[src/rtl/rtc_irq_pkg.sv]
package rtc_irq_pkg;
  localparam int ADDR_W = 2;
  localparam int DATA_W = 8;
  localparam int PRI_N  = 3;   // periodic, alarm, update-ended
  localparam int EXT_N  = 3;   // ram-clear, wake-up, kickstart

  // bit positions inside the primary registers
  localparam int PRI_LSB = 4;
  localparam int SUM_BIT = 7;

  typedef enum logic [ADDR_W-1:0] {
    RA_PEN  = 2'd0,
    RA_PFLG = 2'd1,
    RA_XFLG = 2'd2,
    RA_XEN  = 2'd3
  } reg_sel_e;
endpackage

[src/rtl/irq_enable_reg.sv]
module irq_enable_reg #(
  parameter int W = 3
) (
  input  logic         clk,
  input  logic         rst_n,
  input  logic         we,
  input  logic [W-1:0] wdata,
  output logic [W-1:0] en
);
  always_ff @(posedge clk) begin
    if (!rst_n)  en <= '0;
    else if (we) en <= wdata;
  end

  AST_EN_HOLD: assert property (@(posedge clk) disable iff (!rst_n)
    !we |=> $stable(en));
endmodule

[src/rtl/irq_flag_bank.sv]
module irq_flag_bank #(
  parameter int W = 3
) (
  input  logic         clk,
  input  logic         rst_n,
  input  logic [W-1:0] set,
  input  logic [W-1:0] clr,
  output logic [W-1:0] flag
);
  for (genvar i = 0; i < W; i++) begin : g_bit
    always_ff @(posedge clk) begin
      if (!rst_n)      flag[i] <= 1'b0;
      else if (set[i]) flag[i] <= 1'b1;   // event outranks clear
      else if (clr[i]) flag[i] <= 1'b0;
    end

    AST_SET_WINS: assert property (@(posedge clk) disable iff (!rst_n)
      set[i] |=> flag[i]);
    AST_CLR_TAKES: assert property (@(posedge clk) disable iff (!rst_n)
      (clr[i] && !set[i]) |=> !flag[i]);
    AST_STICKY: assert property (@(posedge clk) disable iff (!rst_n)
      (flag[i] && !clr[i]) |=> flag[i]);
  end
endmodule

[src/rtl/irq_summary.sv]
module irq_summary #(
  parameter int PW = 3,
  parameter int XW = 3
) (
  input  logic [PW-1:0] pflag,
  input  logic [PW-1:0] pen,
  input  logic [XW-1:0] xflag,
  input  logic [XW-1:0] xen,
  output logic          summary
);
  always_comb summary = (|(pflag & pen)) | (|(xflag & xen));
endmodule

[src/rtl/rtc_irq_ctrl.sv]
module rtc_irq_ctrl
  import rtc_irq_pkg::*;
(
  input  logic              clk,
  input  logic              rst_n,
  input  logic              reg_wr,
  input  logic              reg_rd,
  input  logic [ADDR_W-1:0] reg_addr,
  input  logic [DATA_W-1:0] reg_wdata,
  output logic [DATA_W-1:0] reg_rdata,
  input  logic              ev_periodic,
  input  logic              ev_alarm,
  input  logic              ev_update,
  input  logic              ev_ramclr,
  input  logic              ev_wake,
  input  logic              ev_kick,
  output logic              irq_n
);
  localparam int PRI_MSB = PRI_LSB + PRI_N - 1;

  logic [PRI_N-1:0] pen, pflag, pset, pclr;
  logic [EXT_N-1:0] xen, xflag, xset, xclr;
  logic             summary;
  logic             unused_wbits;

  assign pset = {ev_periodic, ev_alarm, ev_update};
  assign xset = {ev_ramclr, ev_wake, ev_kick};
  assign unused_wbits = ^{reg_wdata[DATA_W-1], reg_wdata[PRI_LSB-1:EXT_N]};

  // clear vectors: read-to-clear for the primary tier, write-zero for extended
  always_comb begin
    pclr = {PRI_N{reg_rd && (reg_addr == RA_PFLG)}};
    xclr = (reg_wr && (reg_addr == RA_XFLG)) ? ~reg_wdata[EXT_N-1:0] : '0;
  end

  irq_enable_reg #(.W(PRI_N)) u_pen (
    .clk(clk), .rst_n(rst_n),
    .we(reg_wr && (reg_addr == RA_PEN)),
    .wdata(reg_wdata[PRI_MSB:PRI_LSB]), .en(pen));

  irq_enable_reg #(.W(EXT_N)) u_xen (
    .clk(clk), .rst_n(rst_n),
    .we(reg_wr && (reg_addr == RA_XEN)),
    .wdata(reg_wdata[EXT_N-1:0]), .en(xen));

  irq_flag_bank #(.W(PRI_N)) u_pflag (
    .clk(clk), .rst_n(rst_n), .set(pset), .clr(pclr), .flag(pflag));

  irq_flag_bank #(.W(EXT_N)) u_xflag (
    .clk(clk), .rst_n(rst_n), .set(xset), .clr(xclr), .flag(xflag));

  irq_summary #(.PW(PRI_N), .XW(EXT_N)) u_sum (
    .pflag(pflag), .pen(pen), .xflag(xflag), .xen(xen), .summary(summary));

  always_comb begin
    reg_rdata = '0;
    case (reg_addr)
      RA_PEN:  reg_rdata[PRI_MSB:PRI_LSB] = pen;
      RA_PFLG: begin
        reg_rdata[PRI_MSB:PRI_LSB] = pflag;
        reg_rdata[SUM_BIT]         = summary;
      end
      RA_XFLG: reg_rdata[EXT_N-1:0] = xflag;
      RA_XEN:  reg_rdata[EXT_N-1:0] = xen;
      default: reg_rdata = '0;
    endcase
  end

  assign irq_n = ~summary;

  AST_LOW_NIBBLE: assert property (@(posedge clk) disable iff (!rst_n)
    (reg_addr == RA_PFLG) |-> (reg_rdata[PRI_LSB-1:0] == '0));
  AST_IRQ_HAS_SOURCE: assert property (@(posedge clk) disable iff (!rst_n)
    !irq_n |-> ((|pflag) || (|xflag)));
  AST_EXT_KEEP_ON_READ: assert property (@(posedge clk) disable iff (!rst_n)
    (reg_rd && !reg_wr && (reg_addr == RA_PFLG) && (xset == '0))
      |=> (xflag == $past(xflag)));
  AST_NO_SOFT_SET: assert property (@(posedge clk) disable iff (!rst_n)
    (xset == '0) |=> ((xflag & ~$past(xflag)) == '0));
endmodule

[config.mk]
export PLATFORM = sky130hd
export DESIGN_NAME = rtc_irq_ctrl
export DESIGN_NICKNAME = d
export VERILOG_FILES = /design/src/rtl/rtc_irq_pkg.sv /design/src/rtl/irq_enable_reg.sv /design/src/rtl/irq_flag_bank.sv /design/src/rtl/irq_summary.sv /design/src/rtl/rtc_irq_ctrl.sv
export SDC_FILE = /design/constraint.sdc
export NUM_CORES = 1
export LEC_CHECK = 0
export BUFFER_PORTS_ARGS = -buffer_cell sky130_fd_sc_hd__clkbuf_2
export CAP_MARGIN = 20
export CORE_UTILIZATION = 52
export CTS_BUF_LIST = sky130_fd_sc_hd__clkbuf_8
export CTS_CLUSTER_SIZE = 20
export DETAILED_ROUTE_END_ITERATION = 7
export PLACE_DENSITY = 0.86
export SETUP_SLACK_MARGIN = 0.3
export SLEW_MARGIN = 20
export SYNTH_ARGS = -nofsm -noshare
export SYNTH_HDL_FRONTEND = slang
export SYNTH_HIERARCHICAL = 1
export SYNTH_SLANG_ARGS = --single-unit
[constraint.sdc]
create_clock -name clk -period 3.1 [get_ports clk]
set_clock_uncertainty 0.2 [all_clocks]
set_input_delay 0.93 -clock clk [delete_from_list [all_inputs] [get_ports clk]]
set_output_delay 0.93 -clock clk [all_outputs]
set_load 0.03 [all_outputs]
==> metrics.csv <==
metric,value,unit
outcome,"finished, final reports clean",
yosysUniqueCellTypes,18,
fin_crit_sh,89.1,%
areaGrowthSynthToFinish,24.2,%
cts.sinks,12,
initial_core_util,59.1,%
power_density,445,nW/um^2
io_pins,29,
vdd_drop_max,357,uV
diodes,0,
grt_util_all_layers,19.7,%
critical_path_arrival,1.63,ns
row_count,12,
drt_iter0_markers,12,
seqPwrFrac,44.9,%
hold_violations,0,
crit_path_max_fanout,11,
root_buffer,clkbuf_8,
ant_nets,0,
fmax,362,MHz
place_hpwl,974,um
power_frac_comb,18.7,%
fin_nets,112,
synth_seq_cells,12,
hold_path_class,reg -> reg,
grt_overflow_total,0,
seqCellArea,240,sq um
min_period,2.76,ns
clk_latency,0.23,ns
max-slew-margin-rel,58.2,%
multi_input_area,415,sq um
antenna_found_initial,0,
dr.pass1.iters,4,
numPortBuffers,25,
crit_type,in -> out,
synthCells,65,
pwr-share-clk,36.4,%
wl,1290,um
place_area,802,sq um
ys_seq_area_share,35.2,%
sw_frac_of_total,25.0,%
cellLeakagePower,0.398,nW
final.fill_count,84,
vias_per_cell,5.21,
internal_power,0.283,mW
p_switching,0.0946,mW
whs,0.337,ns
final_area,848,sq um
rsz0062_at_grt,no,
path_clk_slew,0.05,ns
fp.dieW,38.2,um
clockBufferDepth,2,
maxCapViolations,0,
post_cts_buffers,0,
tns,0,ns
post_drt_wl_per_cell,12.4,um
setup_viol,0,
yosysWarnings,6,
grt_pass1_wl,1870,um
syn-cell-area,683,sq um
die-area,1460,sq um
syn_nets,85,
final_cell_mix,"clkbuf_2, mux2i_1, dfxtp_1, nor2b_1",
avgSynthCellArea,10.5,sq um
crit_path_end_kind,output port,
drive_gt1_share,42.2,%
numCtsBuffers,3,
core,1160,sq um
maxSlewViolCount,0,
worst_slew_pin_slew,0.625,ns
drc,0,
cts_max_level,1,
critical_path.startpoint_type,input pin,
fp.dieH,38.2,um
grt_max_degree,13,
vias,542,
gp_congestion,0.729,
final_common_cell,clkbuf_2,
grt_pass1_vias,452,
power.total,0.378,mW
cts_tree,built,
cp.required,1.97,ns
==> layer usage <==
| metal | share of wire (%) | GRT usage, % | up-vias |
|---|---|---|---|
| met2 | 49 | 33.9 | 17 |
| met4 | 1.2 | 8.04 | 0 |
| li1 | - | - | 273 |
| met5 | 0 | 0 | - |
| met3 | 4.3 | 6.98 | 4 |
| met1 | 45 | 21.6 | 248 |
==> stage by stage <==
stage               cells  worst slack, ns  utilization (%)
global placement      101            0.344             69.4
CTS                   104            0.311             73.4
global route          104            0.321             73.4
detailed placement    101            0.307             69.4
finish                104            0.337             73.4
floorplan              65            0.365                -
==> cells in the mapped netlist (all sizes together) <==
library cell,instances,area share (%)
nand3b,1,2.9
and3,1,1.1
nand3,1,0.73
inv,1,0.55
a22oi,3,3.3
o21a,6,6.6
and3b,1,1.5
mux2i,12,18
buf,3,3.5
nor3b,2,2.9
conb,1,0.55
nor2b,15,20
dfxtp,12,35
nor2,6,3.3
==> cells by family (layout without fill, tap and decap cells) <==
family                 after synthesis  in the layout  synth area share, %
buffers and inverters                4             29                 4.03
muxes                               12             12                 17.6
DFF                                 12             12                 35.2
other                                1              1                0.549
AOI/OAI and AO/OA                    9              9                 9.89
and+or+nand+nor                     27             27                 32.8
==> registers in the layout, summed over array words and instances (netlist names) <==
signal        cells
u_xen/en          3
u_pflag/flag      3
u_xflag/flag      3
u_pen/en          3
==> what timing repair did <==
action / 4_1_cts / 5_1_grt
hold buffers: 0 / 0
gates cloned: 0 / 0
resized for setup: 2 / 1
endpoints found under the hold margin: 0 / 0
endpoints found under the setup margin: 1 / 1
==> path summary, 6_finish.rpt <==
kind                                  endpoint  slack [ns]                         start  cells after the start
setup reg to reg  u_pflag/flag[0]$_SDFFE_PN0P_        2.19  u_pflag/flag[0]$_SDFFE_PN0P_                      2
hold / removal        u_pen/en[2]$_SDFFE_PN0P_        0.34      u_pen/en[2]$_SDFFE_PN0P_                      2
hold reg to reg       u_pen/en[2]$_SDFFE_PN0P_        0.34      u_pen/en[2]$_SDFFE_PN0P_                      2
setup / recovery                  reg_rdata[0]        0.34                   reg_addr[0]                      4
==> cell type report <==
cell class              instances  share of cell area [%]
clock buffers                   3                    4.87
inverters                       1                   0.442
multi-input cells              49                    49.0
flip-flops and latches         12                    28.3
well taps                      14                    2.06
repair buffers                 25                    15.3
==> power groups by stage <==
| stage | Combinational, mW | Sequential, mW | Clock, mW |
|---|---|---|---|
| after detailed placement | 0.0703 | 0.172 | 0 |
| after global routing | 0.0755 | 0.170 | 0.150 |
| after global placement | 0.0680 | 0.172 | 0 |
| final | 0.0707 | 0.170 | 0.138 |
| after CTS | 0.0713 | 0.170 | 0.140 |
| after floorplan | 0.0509 | 0.171 | 0 |
==> worst max-delay path: stages <==
cell,delay [ns]
clkbuf_4,0.20
mux2i_1,0.24
nor2b_1,0.09
buf_4,0.17
Note: power is estimated with default switching activity, not from simulation.
